<file path="src/rtl/bpc_pkg.sv">
package bpc_pkg;
  localparam int WORD_W   = 32;
  localparam int GRAN_LSB = 5;
  localparam int PERM_W   = 8;

  typedef enum logic [1:0] {
    ACC_READ  = 2'd0,
    ACC_WRITE = 2'd1,
    ACC_FETCH = 2'd2,
    ACC_RSVD  = 2'd3
  } acc_type_e;

  typedef struct packed {
    logic [WORD_W-1:GRAN_LSB] lo;
    logic [WORD_W-1:GRAN_LSB] hi;
    logic [PERM_W-1:0]        perm;
    logic                     vld;
  } rgn_t;
endpackage

</file>
<file path="src/rtl/bpc_rgn_eval.sv">
module bpc_rgn_eval
  import bpc_pkg::*;
#(
  parameter int NUM_RGN = 12,
  parameter int MID_W   = 2,
  parameter int NUM_CPU = 2
) (
  input  rgn_t [NUM_RGN-1:0]         rgn_i,
  input  logic [WORD_W-1:GRAN_LSB]   blk_i,
  input  logic [MID_W-1:0]           master_i,
  input  logic                       super_i,
  input  acc_type_e                  type_i,
  output logic [NUM_RGN-1:0]         grant_o
);
  logic is_cpu;
  assign is_cpu = master_i < MID_W'(NUM_CPU);

  for (genvar g = 0; g < NUM_RGN; g++) begin : g_cmp
    logic ge_lo, le_hi, hit, right;
    logic [2:0] cpu_rwx;
    assign ge_lo   = blk_i >= rgn_i[g].lo;
    assign le_hi   = blk_i <= rgn_i[g].hi;
    assign hit     = rgn_i[g].vld && ge_lo && le_hi;
    assign cpu_rwx = super_i ? rgn_i[g].perm[2:0] : rgn_i[g].perm[5:3];

    always_comb begin
      right = 1'b0;
      if (is_cpu) begin
        unique case (type_i)
          ACC_READ:  right = cpu_rwx[0];
          ACC_WRITE: right = cpu_rwx[1];
          ACC_FETCH: right = cpu_rwx[2];
          default:   right = 1'b0;
        endcase
      end else begin
        unique case (type_i)
          ACC_READ, ACC_FETCH: right = rgn_i[g].perm[6];
          ACC_WRITE:           right = rgn_i[g].perm[7];
          default:             right = 1'b0;
        endcase
      end
    end
    assign grant_o[g] = hit && right;
  end
endmodule

</file>
<file path="config.mk">
export PLATFORM = sky130hd
export DESIGN_NAME = bpc_rgn_eval
export DESIGN_NICKNAME = d
export VERILOG_FILES = /design/src/rtl/bpc_pkg.sv /design/src/rtl/bpc_rgn_eval.sv
export SDC_FILE = /design/constraint.sdc
export NUM_CORES = 1
export LEC_CHECK = 0
export ABC_AREA = 1
export ABC_CLOCK_PERIOD_IN_PS = 3300
export BUFFER_PORTS_ARGS = -buffer_cell sky130_fd_sc_hd__buf_4
export CAP_MARGIN = 20
export CORE_AREA = 2 2 308 310
export DETAILED_ROUTE_END_ITERATION = 16
export DIE_AREA = 0 0 310 312
export MAX_ROUTING_LAYER = met4
export PLACE_DENSITY = 0.38
export SYNTH_ARGS = -nofsm -noshare
export SYNTH_HDL_FRONTEND = slang
export SYNTH_SLANG_ARGS = --single-unit
</file>
<file path="constraint.sdc">
create_clock -name vclk -period 3.3
set_input_delay 0.33 -clock vclk [all_inputs]
set_output_delay 0.33 -clock vclk [all_outputs]
set_load 0.1 [all_outputs]
</file>
==> flow_summary.ini, run 1 <==
[worst_setup_path]
cp_common_cell = nand2_1
end_kind = output pin
path_cells = buf_4 -> buf_4 -> ha_1 -> nand2_1 -> inv_1 -> nand2_1 -> nand2_1 -> nand3_1 -> nand2_1 -> a21oi_1 -> nand2_1 -> nor2_1 -> nor2_1 -> buf_4
cpPeakStageDelay_ns = 0.53
cp-start-kind = input pin
path_max_fanout = 13
worst_ep_required_time_ns = 2.97
path_buf_inv = 4
crit_type = input pin to output pin
cp_top_family = simple AND/OR/NAND/NOR gates
worstPathArrival_ns = 2.70
crit_path_top_delay_cell = nor2_1

[global_route]
grt_antenna_before_repair = 35
grt_first_pass_wirelength_microns = 152000
grt_max_degree = 29
grtUsageTotal_pct = 22.7
first_global_vias = 23100
overflow = 0

[route]
wl_met2_microns = 57100
antenna_left = 0
drtIter0Drc = 953
drt_wl_total_microns = 110000
wl_met1_microns = 44000
drtPass1Iterations = 8
drc = 0
wl_met3_microns = 6460
avgRoutedWirePerCell_microns = 21.0
route.vias.total = 22200
top_layer = met4
drt-vias-per-instance = 4.22

[power_and_ir_drop]
comb_power_share_pct = 100.0
power.leakage_nw = 16.7
ir_drop_mv = 0.0935
p_seq_share_pct = 0
p_clk_share_pct = 0
power_density_nw_per_um2 = 126
p_switching_mw = 1.87
p_sw_share_pct = 55.4
power_mw = 3.37
intPower_mw = 1.51

[synth]
yosysWarnings = 0
synth_nets = 4560
synth_area_sq_um = 18700
syn-mean-instance-area_sq_um = 5.97
synth_cell_types = 28
synth-seq-area-share_pct = 0
synth_cells = 3124

[place]
port_buffers = 799
dp_slack_ns = 0.167
dp_hpwl_microns = 96400
dp.cells = 5223
post_dp_cell_area_sq_um = 26700
gp_congestion = 0.873

[sta]
setup_ws_ns = 0.268
worst_pin_slew_ns = 0.694
slew_headroom_pct = 53.6
finalSetupViolations = 0
final.setup.tns_ns = 0
rsz0062_at_grt = false
period_minus_slack_ns = 3.03
whs_ns = 1.21
max_clock_freq_ghz = 0.330
hold_viol = 0
finalCritPeriodShare_pct = 91.9
drv_slew = 0

[die]
die_height_microns = 312
start_util_pct = 20.1
fp.dieW_microns = 310
coreArea_sq_um = 93000
ios = 800
die_area_sq_um = 96700
rows = 112

[layout]
n_sequential_cell = 0
final_common_cell = buf_4
final_area_sq_um = 26700
clockBufferCount = 0
layout-drive-gt1-share_pct = 21.9
finish.utilization_pct = 28.7
nNetsFinal = 5407
mostFrequentLayoutCells = buf_4 (854), inv_1 (816), nand2_1 (655), ha_1 (648), nor2_1 (299)
seqCellArea_sq_um = 0
final_cells = 5252
area_growth_pct = 43.3

[job]
cap_violations = 0

[worst_hold_path]
hold_path.class = input pin to output pin

[status]
status = finished clean

[clock_tree]
cts_resized = 0
cts_hold_buf = 0
cts_setup_buffers = 0
## cells in the mapped netlist (2+ instances only)
| cell type | number | share of area [%] |
|---|---|---|
| buf_4 | 2 | 0.080 |
| nand3b_1 | 9 | 0.36 |
| nand2_2 | 2 | 0.067 |
| ha_1 | 648 | 43 |
| o211ai_1 | 11 | 0.44 |
| nand4_1 | 74 | 2.5 |
| nor3_1 | 29 | 0.78 |
| inv_1 | 817 | 16 |
| nor2_2 | 3 | 0.10 |
| a21o_1 | 32 | 1.3 |
| o21a_1 | 38 | 1.5 |
| o21ai_0 | 67 | 1.8 |
| a21oi_1 | 257 | 6.9 |
| a31oi_1 | 9 | 0.30 |
| nand3_1 | 129 | 3.5 |
| nor2_1 | 299 | 6.0 |
| buf_2 | 9 | 0.24 |
| nor3b_1 | 3 | 0.12 |
| nand2_1 | 655 | 13 |
| o21ai_1 | 20 | 0.54 |
| buf_6 | 3 | 0.18 |
| and2_1 | 2 | 0.067 |
## kinds of logic (layout without fill, tap and decap cells)
family,after synthesis,count (layout),share of synthesized area [%]
other,0,29,0
AOI/OAI and AO/OA,435,435,12.9
buffers and inverters,834,1679,17.0
adders and majority gates,648,648,43.4
and+or+nand+nor,1207,1207,26.7
## path summary, 6_finish.rpt
| check | from | end | slack (ns) | cells past startpoint |
|---|---|---|---|---|
| worst min-delay path | rgn_i[252] | grant_o[4] | 1.21 | 6 |
| worst max-delay path | blk_i[26] | grant_o[2] | 0.27 | 14 |
## area by class of cell
cell class	instances	area (sq um)
multi-input cells	2290	15500
diodes	29	72.6
repair buffers	860	6530
well taps	1254	1570
fillers	10800	66300
inverters	819	3080
## layer usage
| layer | track usage [%] | vias to the layer above |
|---|---|---|
| met3 | 4.10 | 99 |
| met5 | - | - |
| met2 | 41.6 | 598 |
| li1 | - | 11800 |
| met1 | 24.7 | 9708 |
| met4 | 6.43 | 0 |
## power by group through the flow
stage / Sequential [mW] / Combinational, mW / Clock [mW]
6_report: 0 / 3.37 / 0.00000113
5_1_grt: 0 / 3.86 / 0.00000107
4_1_cts: 0 / 3.44 / 0
3_5_place_dp: 0 / 3.42 / 0
3_3_place_gp: 0 / 3.42 / 0
2_1_floorplan: 0 / 1.69 / 0
Note: power is estimated with default switching activity, not from simulation.
==> run 2, diff against run 1 <==
--- a/config.mk
+++ b/config.mk
@@ -6,14 +6,14 @@
 export NUM_CORES = 1
 export LEC_CHECK = 0
 export ABC_AREA = 1
-export ABC_CLOCK_PERIOD_IN_PS = 3300
+export ABC_CLOCK_PERIOD_IN_PS = 2600
 export BUFFER_PORTS_ARGS = -buffer_cell sky130_fd_sc_hd__buf_4
 export CAP_MARGIN = 20
-export CORE_AREA = 2 2 308 310
+export CORE_AREA = 8 8 305 307
 export DETAILED_ROUTE_END_ITERATION = 16
-export DIE_AREA = 0 0 310 312
+export DIE_AREA = 0 0 313 315
 export MAX_ROUTING_LAYER = met4
-export PLACE_DENSITY = 0.38
+export PLACE_DENSITY = 0.41
 export SYNTH_ARGS = -nofsm -noshare
 export SYNTH_HDL_FRONTEND = slang
 export SYNTH_SLANG_ARGS = --single-unit
==> constraint.sdc (replaced) <==
create_clock -name vclk -period 2.6
set_input_delay 0.26 -clock vclk [all_inputs]
set_output_delay 0.26 -clock vclk [all_outputs]
set_load 0.1 [all_outputs]
==> run 2 against run 1 <==
Net effect: setup slack got worse by 0.18 ns; final area rose by 2.7%; via count is 2.3% higher; critical path type unchanged; critical endpoint is now grant_o[0].
==> flow_summary.ini, run 2 (same netlist as run 1, synthesis figures left out) <==
[global_route]
grt_max_degree = 25
overflow = 0
grt_antenna_before_repair = 53
grtUsageTotal_pct = 22.6
first_global_vias = 23400
grt_first_pass_wirelength_microns = 158000

[layout]
seqCellArea_sq_um = 0
area_growth_pct = 47.1
layout-drive-gt1-share_pct = 23.5
final_cells = 5221
final_common_cell = buf_4
n_sequential_cell = 0
clockBufferCount = 0
nNetsFinal = 5456
mostFrequentLayoutCells = buf_4 (868), inv_1 (816), nand2_1 (654), ha_1 (648), nor2_1 (281)
finish.utilization_pct = 31.2
final_area_sq_um = 27500

[route]
drtIter0Drc = 1072
avgRoutedWirePerCell_microns = 21.9
drc = 0
antenna_left = 0
drtPass1Iterations = 5
route.vias.total = 22700
drt_wl_total_microns = 114000
drt-vias-per-instance = 4.34

[sta]
worst_pin_slew_ns = 0.508
whs_ns = 1.16
slew_headroom_pct = 66.1
period_minus_slack_ns = 2.51
setup_ws_ns = 0.0913
drv_slew = 0
finalSetupViolations = 0
hold_viol = 0
max_clock_freq_ghz = 0.399
finalCritPeriodShare_pct = 96.5

[place]
dp_slack_ns = -0.0811
post_dp_cell_area_sq_um = 27200
port_buffers = 799
dp_hpwl_microns = 103000
gp_congestion = 0.878
dp.cells = 5182

[worst_setup_path]
crit_type = input pin to output pin
cp-start-kind = input pin
cpPeakStageDelay_ns = 0.30
path_max_fanout = 8
worst_ep_required_time_ns = 2.34
cp_top_family = buffers and inverters
cp_common_cell = buf_4
path_cells = buf_4 -> buf_4 -> ha_1 -> nand2_1 -> nor2_1 -> nand4_1 -> nand3_1 -> nand2_1 -> nor2_1 -> buf_4 -> nand2_1 -> nor2_2 -> buf_4
worstPathArrival_ns = 2.25
end_kind = output pin
crit_path_top_delay_cell = buf_4
path_buf_inv = 4

[die]
fp.dieW_microns = 313
rows = 109
coreArea_sq_um = 88000
die_height_microns = 315
ios = 800
die_area_sq_um = 98600
start_util_pct = 21.2

[power_and_ir_drop]
power.leakage_nw = 17.1
power_density_nw_per_um2 = 162
ir_drop_mv = 0.114

[status]
status = finished clean

[worst_hold_path]
hold_path.class = input pin to output pin

[clock_tree]
cts_hold_buf = 0

[job]
cap_violations = 0
## run 2: power by group
group          total [mW]  internal, mW  switching [mW]
registers               0             0               0
logic                4.45          2.05            2.40
clock network  0.00000197    0.00000197               0
## run 2: worst paths after layout
path       start           to  cells after the start  slack, ns
max    blk_i[28]   grant_o[0]                     13       0.09
min   rgn_i[630]  grant_o[10]                      8       1.16
## run 2: worst min-delay path: stages
cell and delay [ns]:
buf_4 0.10, inv_1 0.04, a31oi_1 0.04, nand2_1 0.06, nor2_1 0.07, nand2_1 0.09
nor2_2 0.06, buf_12 0.15
## run 2: metrics by stage
stage,total power [mW],setup TNS [ns]
2_1_floorplan,2.15,0
3_3_place_gp,4.46,-0.227
3_5_place_dp,4.48,-0.246
4_1_cts,4.51,0
5_1_grt,5.04,-0.00748
6_report,4.45,0
## run 2: final cells by class
type / instances / area (sq um)
diodes: 38 / 95.1
inverters: 819 / 3080
fillers: 10200 / 60500
repair buffers: 909 / 7250
multi-input cells: 2290 / 15600
well taps: 1165 / 1460
## run 2: metal layers
metal,up-vias,track usage (%),share of wire [%]
met5,-,-,0
met1,10100,25.7,41
met3,80,4.31,5.6
met4,0,5.64,2.3
met2,662,40.7,51
li1,11900,-,-
## run 2: repair_timing
action                                 CTS  global route
setup endpoints to repair                7            10
buffers inserted                         1             0
endpoints found under the hold margin    0             0
pin swaps                                1             2
cloned                                   0             0
resized for setup                        6            29
